## src/rtl/shd_pkg.sv

```systemverilog
package shd_pkg;

    // Number of shadowable segments (C, D, E) and granule index width
    localparam int SHD_SEGS   = 3;
    localparam int SHD_GRAN_W = 2;

    // Segment code taken from A17:A16; the order is decoded by neighbours
    typedef enum logic [1:0] {
        SEG_C = 2'd0,
        SEG_D = 2'd1,
        SEG_E = 2'd2,
        SEG_F = 2'd3
    } seg_e;

    // Steering decision, one bit per destination
    typedef struct packed {
        logic dram;
        logic rom;
        logic bus;
        logic inhibit;
    } route_t;

endpackage

```

## src/rtl/shd_addr_split.sv

```systemverilog
module shd_addr_split
    import shd_pkg::*;
#(
    parameter  int GRAN_W = SHD_GRAN_W,
    localparam int ADDR_W = GRAN_W + 4,
    localparam int NGRAN  = 1 << GRAN_W
) (
    input  logic [ADDR_W-1:0] addr,
    output logic              in_region,
    output seg_e              seg,
    output logic [NGRAN-1:0]  gran_oh
);

    // Upper region: both top address bits set
    assign in_region = &addr[ADDR_W-1 -: 2];
    assign seg       = seg_e'(addr[ADDR_W-3 -: 2]);

    for (genvar g = 0; g < NGRAN; g++) begin : g_gran
        assign gran_oh[g] = (addr[GRAN_W-1:0] == GRAN_W'(g));
    end

endmodule

```

## src/rtl/shd_gran_select.sv

```systemverilog
module shd_gran_select
    import shd_pkg::*;
#(
    parameter int NSEG  = SHD_SEGS,
    parameter int NGRAN = 1 << SHD_GRAN_W
) (
    input  logic [NSEG*NGRAN-1:0] en,
    input  seg_e                  seg,
    input  logic [NGRAN-1:0]      gran_oh,
    input  logic [NSEG-1:0]       wp,
    output logic                  gran_hit,
    output logic                  seg_prot
);

    logic [NSEG-1:0] seg_match;
    logic [NSEG-1:0] hit_vec;
    logic [NSEG-1:0] prot_vec;

    for (genvar s = 0; s < NSEG; s++) begin : g_seg
        assign seg_match[s] = (seg == seg_e'(2'(s)));
        assign hit_vec[s]   = seg_match[s] && |(en[s*NGRAN +: NGRAN] & gran_oh);
        assign prot_vec[s]  = seg_match[s] && wp[s];
    end

    assign gran_hit = |hit_vec;
    assign seg_prot = |prot_vec;

endmodule

```

## src/rtl/shd_route.sv

```systemverilog
module shd_route
    import shd_pkg::*;
(
    input  logic   in_region,
    input  seg_e   seg,
    input  logic   write,
    input  logic   gran_hit,
    input  logic   seg_prot,
    input  logic   e_shadow_en,
    input  logic   c_fill_en,
    input  logic   bios_split,
    output route_t route
);

    always_comb begin
        route = '0;
        if (in_region) begin
            unique case (seg)
                SEG_C: begin
                    if (!gran_hit)                 route.bus     = 1'b1;
                    else if (c_fill_en && !write)  route.bus     = 1'b1;
                    else if (write && seg_prot)    route.inhibit = 1'b1;
                    else                           route.dram    = 1'b1;
                end
                SEG_D: begin
                    if (!gran_hit)                 route.bus     = 1'b1;
                    else if (write && seg_prot)    route.inhibit = 1'b1;
                    else                           route.dram    = 1'b1;
                end
                SEG_E: begin
                    if (!e_shadow_en)              route.rom     = 1'b1;
                    else if (!gran_hit)            route.bus     = 1'b1;
                    else if (write && seg_prot)    route.inhibit = 1'b1;
                    else                           route.dram    = 1'b1;
                end
                SEG_F: begin
                    if (bios_split) begin
                        if (write)                 route.dram    = 1'b1;
                        else                       route.rom     = 1'b1;
                    end else begin
                        if (write)                 route.inhibit = 1'b1;
                        else                       route.dram    = 1'b1;
                    end
                end
                default:                           route = '0;
            endcase
        end
    end

endmodule

```

## src/rtl/shd_steer.sv

```systemverilog
module shd_steer
    import shd_pkg::*;
#(
    parameter  int GRAN_W = SHD_GRAN_W,
    localparam int NSEG   = SHD_SEGS,
    localparam int NGRAN  = 1 << GRAN_W,
    localparam int ADDR_W = GRAN_W + 4,
    localparam int EN_W   = NSEG * NGRAN
) (
    input  logic              clk,
    input  logic              rst_n,
    input  logic              cyc_valid,
    input  logic [ADDR_W-1:0] cyc_addr,
    input  logic              cyc_write,
    input  logic [EN_W-1:0]   gran_en,
    input  logic [NSEG-1:0]   seg_wp,
    input  logic              e_shadow_en,
    input  logic              c_fill_en,
    input  logic              bios_split,
    output logic              dram_sel,
    output logic              rom_cs,
    output logic              bus_sel,
    output logic              wr_inhibit
);

    typedef struct packed {
        route_t route;
    } state_t;

    logic              in_region;
    seg_e              seg;
    logic [NGRAN-1:0]  gran_oh;
    logic              gran_hit;
    logic              seg_prot;
    route_t            route_c;
    state_t            state_d;
    state_t            state_q;

    shd_addr_split #(.GRAN_W(GRAN_W)) addr_split_i (
        .addr      (cyc_addr),
        .in_region (in_region),
        .seg       (seg),
        .gran_oh   (gran_oh)
    );

    shd_gran_select #(.NSEG(NSEG), .NGRAN(NGRAN)) gran_select_i (
        .en       (gran_en),
        .seg      (seg),
        .gran_oh  (gran_oh),
        .wp       (seg_wp),
        .gran_hit (gran_hit),
        .seg_prot (seg_prot)
    );

    shd_route route_i (
        .in_region   (in_region),
        .seg         (seg),
        .write       (cyc_write),
        .gran_hit    (gran_hit),
        .seg_prot    (seg_prot),
        .e_shadow_en (e_shadow_en),
        .c_fill_en   (c_fill_en),
        .bios_split  (bios_split),
        .route       (route_c)
    );

    always_comb begin
        state_d = '0;
        if (cyc_valid) begin
            state_d.route = route_c;
        end
    end

    always_ff @(posedge clk or negedge rst_n) begin
        if (!rst_n) state_q <= '0;
        else        state_q <= state_d;
    end

    assign dram_sel   = state_q.route.dram;
    assign rom_cs     = state_q.route.rom;
    assign bus_sel    = state_q.route.bus;
    assign wr_inhibit = state_q.route.inhibit;


    route_onehot_chk: assert property (@(posedge clk) disable iff (!rst_n)
        $onehot0({dram_sel, rom_cs, bus_sel, wr_inhibit}));


    idle_quiet_chk: assert property (@(posedge clk) disable iff (!rst_n)
        !cyc_valid |=> !(dram_sel || rom_cs || bus_sel || wr_inhibit));


    low_addr_quiet_chk: assert property (@(posedge clk) disable iff (!rst_n)
        (cyc_valid && !(&cyc_addr[ADDR_W-1 -: 2]))
        |=> !(dram_sel || rom_cs || bus_sel || wr_inhibit));


    inhibit_only_write_chk: assert property (@(posedge clk) disable iff (!rst_n)
        (cyc_valid && !cyc_write) |=> !wr_inhibit);


    e_rom_mode_chk: assert property (@(posedge clk) disable iff (!rst_n)
        (cyc_valid && (cyc_addr[ADDR_W-1 -: 4] == 4'b1110) && !e_shadow_en)
        |=> rom_cs);


    bios_split_read_chk: assert property (@(posedge clk) disable iff (!rst_n)
        (cyc_valid && (cyc_addr[ADDR_W-1 -: 4] == 4'b1111) && bios_split && !cyc_write)
        |=> rom_cs);


    bios_locked_write_chk: assert property (@(posedge clk) disable iff (!rst_n)
        (cyc_valid && (cyc_addr[ADDR_W-1 -: 4] == 4'b1111) && !bios_split && cyc_write)
        |=> wr_inhibit);


    gran_off_bus_chk: assert property (@(posedge clk) disable iff (!rst_n)
        (cyc_valid && (cyc_addr[ADDR_W-1 -: 4] == 4'b1101) && (gran_en == '0))
        |=> bus_sel);

endmodule

```

## config.mk

```make
export PLATFORM = sky130hd
export DESIGN_NAME = shd_steer
export DESIGN_NICKNAME = d
export VERILOG_FILES = /design/src/rtl/shd_pkg.sv /design/src/rtl/shd_addr_split.sv /design/src/rtl/shd_gran_select.sv /design/src/rtl/shd_route.sv /design/src/rtl/shd_steer.sv
export SDC_FILE = /design/constraint.sdc
export NUM_CORES = 1
export LEC_CHECK = 0
export BUFFER_PORTS_ARGS = -buffer_cell sky130_fd_sc_hd__buf_2
export CORE_AREA = 2 2 39 41
export DETAILED_ROUTE_END_ITERATION = 8
export DIE_AREA = 0 0 41 43
export GPL_TIMING_DRIVEN = 0
export PLACE_DENSITY_LB_ADDON = 0.12
export REMOVE_ABC_BUFFERS = 1
export SETUP_SLACK_MARGIN = 0.02
export SLEW_MARGIN = 40
export SYNTH_ARGS = -nofsm -noshare
export SYNTH_HDL_FRONTEND = slang
export SYNTH_SLANG_ARGS = --single-unit
```

## constraint.sdc

```tcl
create_clock -name clk -period 0.9 [get_ports clk]
set_input_delay 0 -clock clk [delete_from_list [all_inputs] [get_ports clk]]
set_output_delay 0 -clock clk [all_outputs]
set_load 0.005 [all_outputs]
```

# --- Word level (Yosys, flattened, before mapping) ---
# Index checks and enable logic that the tools add are counted.
op_classes:
  n_bitwise: 3
  n_mux: 25
  reduce_logical: 17
  eq_ne: 6
ops:
  columns: ["operator", "n"]
  rows:
  - ["two-way mux 1 bit", 18]
  - ["bitwise AND 4 bit", 3]
  - ["OR reduction 4 bit", 3]
  - ["equality test 2 bit, second input constant", 4]
  - ["logical AND 1 bit", 8]
  - ["two-way mux 4 bit", 2]
  - ["case mux 1 bit (4 select lines)", 2]
  - ["OR reduction 3 bit", 2]
  - ["equality test 2 x 1 -> 1 bit, second input constant", 2]
  - ["zero test 2 bit", 2]
  - ["case mux 1 bit (3 select lines)", 1]
  - ["two-way mux 2 bit", 1]
  - ["case mux 1 bit (2 select lines)", 1]
  - ["AND reduction 2 bit", 1]
  - ["zero test 1 bit", 1]
totals:
  ff_bits: 4

# --- Longest topological paths before layout ---
# Gate-level depths: netlist of the first run.
depth:
  ltp_word: 10
  depth_mapped: 6

# --- By module ---
# A second synthesis of the first run with hierarchy kept.
unflattened:
  cells_unflattened: 51
  hier_area_um2: 414.1
modules_own_cells:
  columns: ["module", "n_inst", "area_per_inst_um2", "cells_each"]
  rows:
  - ["shd_route", 1, 141.4, 22]
  - ["shd_steer", 1, 125.1, 8]
  - ["shd_gran_select", 1, 100.1, 14]
  - ["shd_addr_split", 1, 47.5, 7]

# --- Worst setup path after synthesis of the first run ---
# No wires, ideal clock.
synth_path:
  path_type: "input port to flip-flop"
  from: "input port cyc_addr[0]"
  to: "register state_q (netlist bit bus_sel)"
  t_arrival_ns: 1.066
  setup_slack_ns: -0.240
  n_path_buf: 0
  cell_stages: 4
  path_cell_list: "mux4_2 -> nand2b_1 -> a221o_1 -> a21oi_2"
synth_lines:
  columns: ["item", "line", "source"]
  rows:
  - ["start: declaration", "shd_steer.sv:13", "input logic [ADDR_W-1:0] cyc_addr,"]
  - ["end signal: assignment", "shd_steer.sv:76", "else state_q <= state_d;"]
  - ["end: declaration", "shd_steer.sv:37", "state_t state_q;"]

==> flow_summary.toml, run 1 <==
[die]
core-area_um2 = 1380
dieArea_um2 = 1760
rows = 14
initial_core_util_pct = 26.8
ios = 32
die_w_um = 41
dieHeight_um = 43

[timing]
max_freq_ghz = 0.964
period_share_pct = 115
grt_setup_unrepaired = "true"
hold_viol = 0
max_slew_margin_pct = 86.6
tightest_slew_ps = 201
finalSetupViolations = 2
whs_ps = 65.7
tns_ps = -185
maxSlewViolCount = 0
period_minus_slack_ps = 1040
setup_ws_ps = -137

[power]
peakVddDrop_mv = 0.390
p_per_area_nw_per_um2 = 968
p_leak_nw = 0.313

[synthesis]
synth_cell_types = 20
synth_area_per_cell_um2 = 9.50
yosys_register_bits = 4
synth_top_cell_by_area = "dfrtp_1"
ys.warnings.count = 0
ys_top_cells_by_count = "4 x dfrtp_1, 4 x nand2_1, 4 x nor2_1"
synthArstFlopShare_pct = 100
yosysSeqAreaShare_pct = 27.0
synth_ff_type = "dfrtp_1"
netlist.area_leader.share_pct = 27.0
mappedNetlistArea_um2 = 370
synth_area_leaders = "dfrtp_1 27%, mux4_1 14%, ha_1 6.8%"
synth_edf_count = 0
synth_cells = 39

[worst_setup_path]
critical-path-max-stage-delay_ps = 500
worstPathArrival_ps = 1190
startpoint = "cyc_addr[0]"
worst_path_dominant_cell_family = "multiplexers"
critPathRequiredTime_ps = 1050
cpMaxStageDelayCell = "mux4_2"
path_cells = "buf_8 -> mux4_2 -> nand2b_4 -> a221o_1 -> a21oi_2"
critPathKind = "in -> reg"
crit_path_max_fanout = 3
start_kind = "primary input"
crit_path_end_kind = "register"
critPathBufInv = 1

[finish]
insertedDiodeCount = 0
nets = 104
drive_gt1_share_pct = 51.4
syn_to_final_growth_pct = 58.8

[cts]
clock-sinks = 4
cts_root_buf = "clkbuf_4"
cts_buffer_depth = 2
cts_tree = "built"
path_clk_slew_ps = 30
numCtsBuffers = 3
post_cts_buffers = 0
htree_num_levels = 1

[routing]
routed_wl_um = 832
wire_per_inst_um = 9.45
drt_iter0_markers = 2
ant_nets = 0
routed_via_density = 4.74
vias = 417
drc = 0
detail_route.first_pass.iterations = 3

[placed_design]
pre_cts_ws_ps = -462
io_buffer_count = 31
hpwl_um = 745
gp_congestion = 0.722

[outcome]
violations = "setup timing"
status = "finished, violations left"

[global_routing]
first_global_vias = 398
grt_max_degree = 11
grt.total_usage_pct = 11.2
grt_pass1_wl_mm = 1.34
antenna_found_initial = 0
overflow = 0

[worst_hold_path]
min_path_type = "in -> reg"
min_from = "cyc_write"

[run]
cap_violations = 0
-- worst min-delay path, cell delays in order --
cell	delay [ps]
buf_2	130
nand2_1	60
a211oi_1	60
-- metrics by stage --
step                      std cells  utilization (%)  power [mW]  instance area, um^2
final                            88             42.5       0.569                  588
after global routing             88             42.5       0.608                  588
after CTS                        88             42.5       0.584                  588
after detailed placement         84             38.9       0.352                  538
after global placement           84             38.9       0.351                  538
after floorplan                  37                -       0.264                  363
-- cell type report --
type | count | area, um^2
fillers | 150 | 796
flip-flops and latches | 4 | 100
well taps | 16 | 20.0
clock buffers | 3 | 22.5
repair buffers | 32 | 175
inverters | 3 | 11.3
multi-input cells | 30 | 259
-- per-layer routing --
| layer | vias up | global-route usage (%) | routed length (um) |
|---|---|---|---|
| met2 | 27 | 18.4 | 379 |
| met3 | 0 | 0 | 112 |
| met4 | 0 | 10.0 | 0 |
| met1 | 173 | 12.0 | 341 |
| met5 | - | 0 | 0 |
| li1 | 217 | - | - |
-- worst paths after layout --
kind | endpoint | slack [ps] | depth (start not counted)
worst max-delay path | bus_sel$_DFF_PN0_ | -140 | 5
worst min-delay path | wr_inhibit$_DFF_PN0_ | 70 | 3
max in group asynchronous | wr_inhibit$_DFF_PN0_ | 680 | 2
min in group asynchronous | rom_cs$_DFF_PN0_ | 110 | 2
-- where the power goes --
| group | leakage [nW] | internal, mW | switching, mW |
|---|---|---|---|
| registers | 0.0554 | 0.185 | 0.000720 |
| logic | 0.243 | 0.104 | 0.0719 |
| clock network | 0.0138 | 0.148 | 0.0599 |
-- cells by family (layout without fill, tap and decap cells) --
| group | after synthesis | count (layout) | share of synthesized area [%] |
|---|---|---|---|
| simple gates | 16 | 16 | 20.6 |
| compound gates | 8 | 8 | 17.6 |
| buf+inv | 5 | 38 | 5.07 |
| mux | 4 | 4 | 23.0 |
| flops | 4 | 4 | 27.0 |
| fa+ha+maj | 2 | 2 | 6.76 |
-- cell usage in the layout (no fill, tap or decap), types with 2 or more instances in the layout --
| cell type | count |
|---|---|
| nand3_1 | 3 |
| dfrtp_1 | 4 |
| nor2_1 | 4 |
| nand2_1 | 4 |
| a221o_1 | 2 |
| inv_1 | 3 |
| nor2b_1 | 3 |
| ha_1 | 2 |
| mux4_1 | 2 |
| buf_2 | 30 |
| clkbuf_4 | 3 |
-- sequential cells by signal, indices dropped and copies added (netlist names) --
signal,cells
bus_sel,1
dram_sel,1
rom_cs,1
wr_inhibit,1
-- repair_timing --
action / CTS / global route
hold endpoints to repair: 4 / 0
endpoints found under the setup margin: 3 / 3
pin swaps: 2 / 0
gates resized for setup: 4 / 0
hold buffers: 1 / 0
(Power assumes the default switching activity.)
==> inputs of run 2 (changes only) <==
--- a/config.mk
+++ b/config.mk
@@ -10,7 +10,6 @@
 export DETAILED_ROUTE_END_ITERATION = 8
 export DIE_AREA = 0 0 41 43
 export GPL_TIMING_DRIVEN = 0
-export PLACE_DENSITY_LB_ADDON = 0.12
 export REMOVE_ABC_BUFFERS = 1
 export SETUP_SLACK_MARGIN = 0.02
 export SLEW_MARGIN = 40
==> run 2 against run 1 <==
Effect of this change: the run still ends with setup timing left; cell count up 1.1%; design area is 1.3% higher; first-iteration DRC count increased by 50%; setup slack better by 14 ps; sequential power about the same; utilization is 0.54 points higher; critical path depth unchanged; non-clock buffer count rose by 1; combinational power rose by 2%; sequential share of layout area shrank 0.21 points; clock-buffer cell count unchanged; via count rose by 3.8%.
==> flow_summary.toml, run 2 (synthesized netlist as in run 1, its figures left out) <==
[outcome]
status = "finished, violations left"
violations = "setup timing"

[power]
p_leak_nw = 0.317
p_clk_share_pct = 37.4
power_switching_mw = 0.143
internal_power_mw = 0.440
swShare_pct = 24.5
peakVddDrop_mv = 0.281
p_per_area_nw_per_um2 = 979
fin_total_pwr_mw = 0.583
p_seq_share_pct = 31.8
comb_power_share_pct = 30.8

[die]
dieHeight_um = 43
initial_core_util_pct = 26.8
ios = 32
die_w_um = 41
rows = 14
core-area_um2 = 1380
dieArea_um2 = 1760

[worst_setup_path]
crit_path_end_kind = "register"
cpMaxStageDelayCell = "mux4_2"
start_kind = "primary input"
crit_path_max_fanout = 3
worstPathArrival_ps = 1180
cp.depth = 5
critPathKind = "in -> reg"
path_cells = "buf_8 -> mux4_2 -> nand2b_4 -> a221o_1 -> a21oi_2"
critical-path-max-stage-delay_ps = 500
critPathRequiredTime_ps = 1060
worst_path_dominant_cell_family = "multiplexers"
critPathBufInv = 1

[timing]
grt_setup_unrepaired = "true"
period_share_pct = 114
max_slew_margin_pct = 85.5
max_freq_ghz = 0.977
setup_ws_ps = -124
hold_viol = 0
finalSetupViolations = 2
whs_ps = 53.2
tightest_slew_ps = 218
period_minus_slack_ps = 1020
maxSlewViolCount = 0

[routing]
drt_iter0_markers = 3
detail_route.first_pass.iterations = 2
routed_via_density = 4.87
drc = 0
wire_per_inst_um = 9.83
ant_nets = 0
routed_wl_um = 875
vias = 433

[global_routing]
grt.total_usage_pct = 11.7
overflow = 0
antenna_found_initial = 0
grt_max_degree = 11
grt_pass1_wl_mm = 1.41
first_global_vias = 414

[finish]
insertedDiodeCount = 0
nets = 105
postLayoutCellArea_um2 = 596
drive_gt1_share_pct = 52.1
final_cell_mix = "30 x buf_2, 4 x nand2_1, 4 x nor2_1, 4 x dfrtp_1"
fill_cells = 145
layout_commonest_cell = "buf_2"
fin_util_pct = 43.0
syn_to_final_growth_pct = 60.8

[cts]
path_clk_slew_ps = 40
numCtsBuffers = 3
cts_tree = "built"
cts_buffer_depth = 2
clock-sinks = 4
htree_num_levels = 1
cts_root_buf = "clkbuf_4"

[worst_hold_path]
min_path_type = "in -> reg"
hold_depth = 3

[run]
cap_violations = 0

[placed_design]
gp_congestion = 0.768
place_area_um2 = 538
io_buffer_count = 31
hpwl_um = 768
run 2: power by group through the flow:
stage          clock [mW]  combinational, mW  sequential (mW)
2_1_floorplan           0             0.0760            0.188
4_1_cts             0.231              0.182            0.185
3_3_place_gp            0              0.161            0.187
5_1_grt             0.241              0.202            0.186
3_5_place_dp            0              0.165            0.187
6_report            0.218              0.180            0.185
run 2: path summary, 6_finish.rpt:
path	from	endpoint
max	cyc_addr[0]	bus_sel$_DFF_PN0_
min	cyc_write	wr_inhibit$_DFF_PN0_
max in group asynchronous	rst_n	rom_cs$_DFF_PN0_
min in group asynchronous	rst_n	wr_inhibit$_DFF_PN0_
run 2: timing repair:
action | 4_1_cts | 5_1_grt
buffers inserted | 1 | 0
gates resized for setup | 4 | 0
endpoints found under the setup margin | 3 | 3
hold buffers | 1 | 0
pin swaps | 2 | 0
endpoints found under the hold margin | 4 | 0
run 2: per-stage QoR:
step	instances	setup TNS [ps]	setup WS (ps)
final	89	-201	-124
after global routing	89	-331	-156
after CTS	89	-194	-119
after detailed placement	84	-1130	-445
after global placement	84	-1100	-430
after floorplan	37	-431	-240
run 2: layer usage:
metal / routed length [um] / global-route usage [%] / vias to the layer above / part of all wire (%)
li1: - / - / 214 / -
met1: 328 / 12.1 / 191 / 37
met2: 437 / 20.0 / 28 / 50
met3: 109 / 1.57 / 0 / 12
met4: 0 / 8.00 / 0 / 0
met5: 0 / 0 / - / 0
run 2: area by class of cell:
type                    count  area, um^2  area share [%]
clock buffers               3        22.5            3.78
inverters                   3        11.3            1.89
multi-input cells          30         259            43.5
flip-flops and latches      4         100            16.8
well taps                  16        20.0            3.36
repair buffers             33         183            30.7
run 2: tightest hold or removal path, delay by kind of cell:
family	cells	cell delay, ps
buffers and inverters	1	130
AND/OR/NAND/NOR	1	60
AO/OA/AOI/OAI	1	60
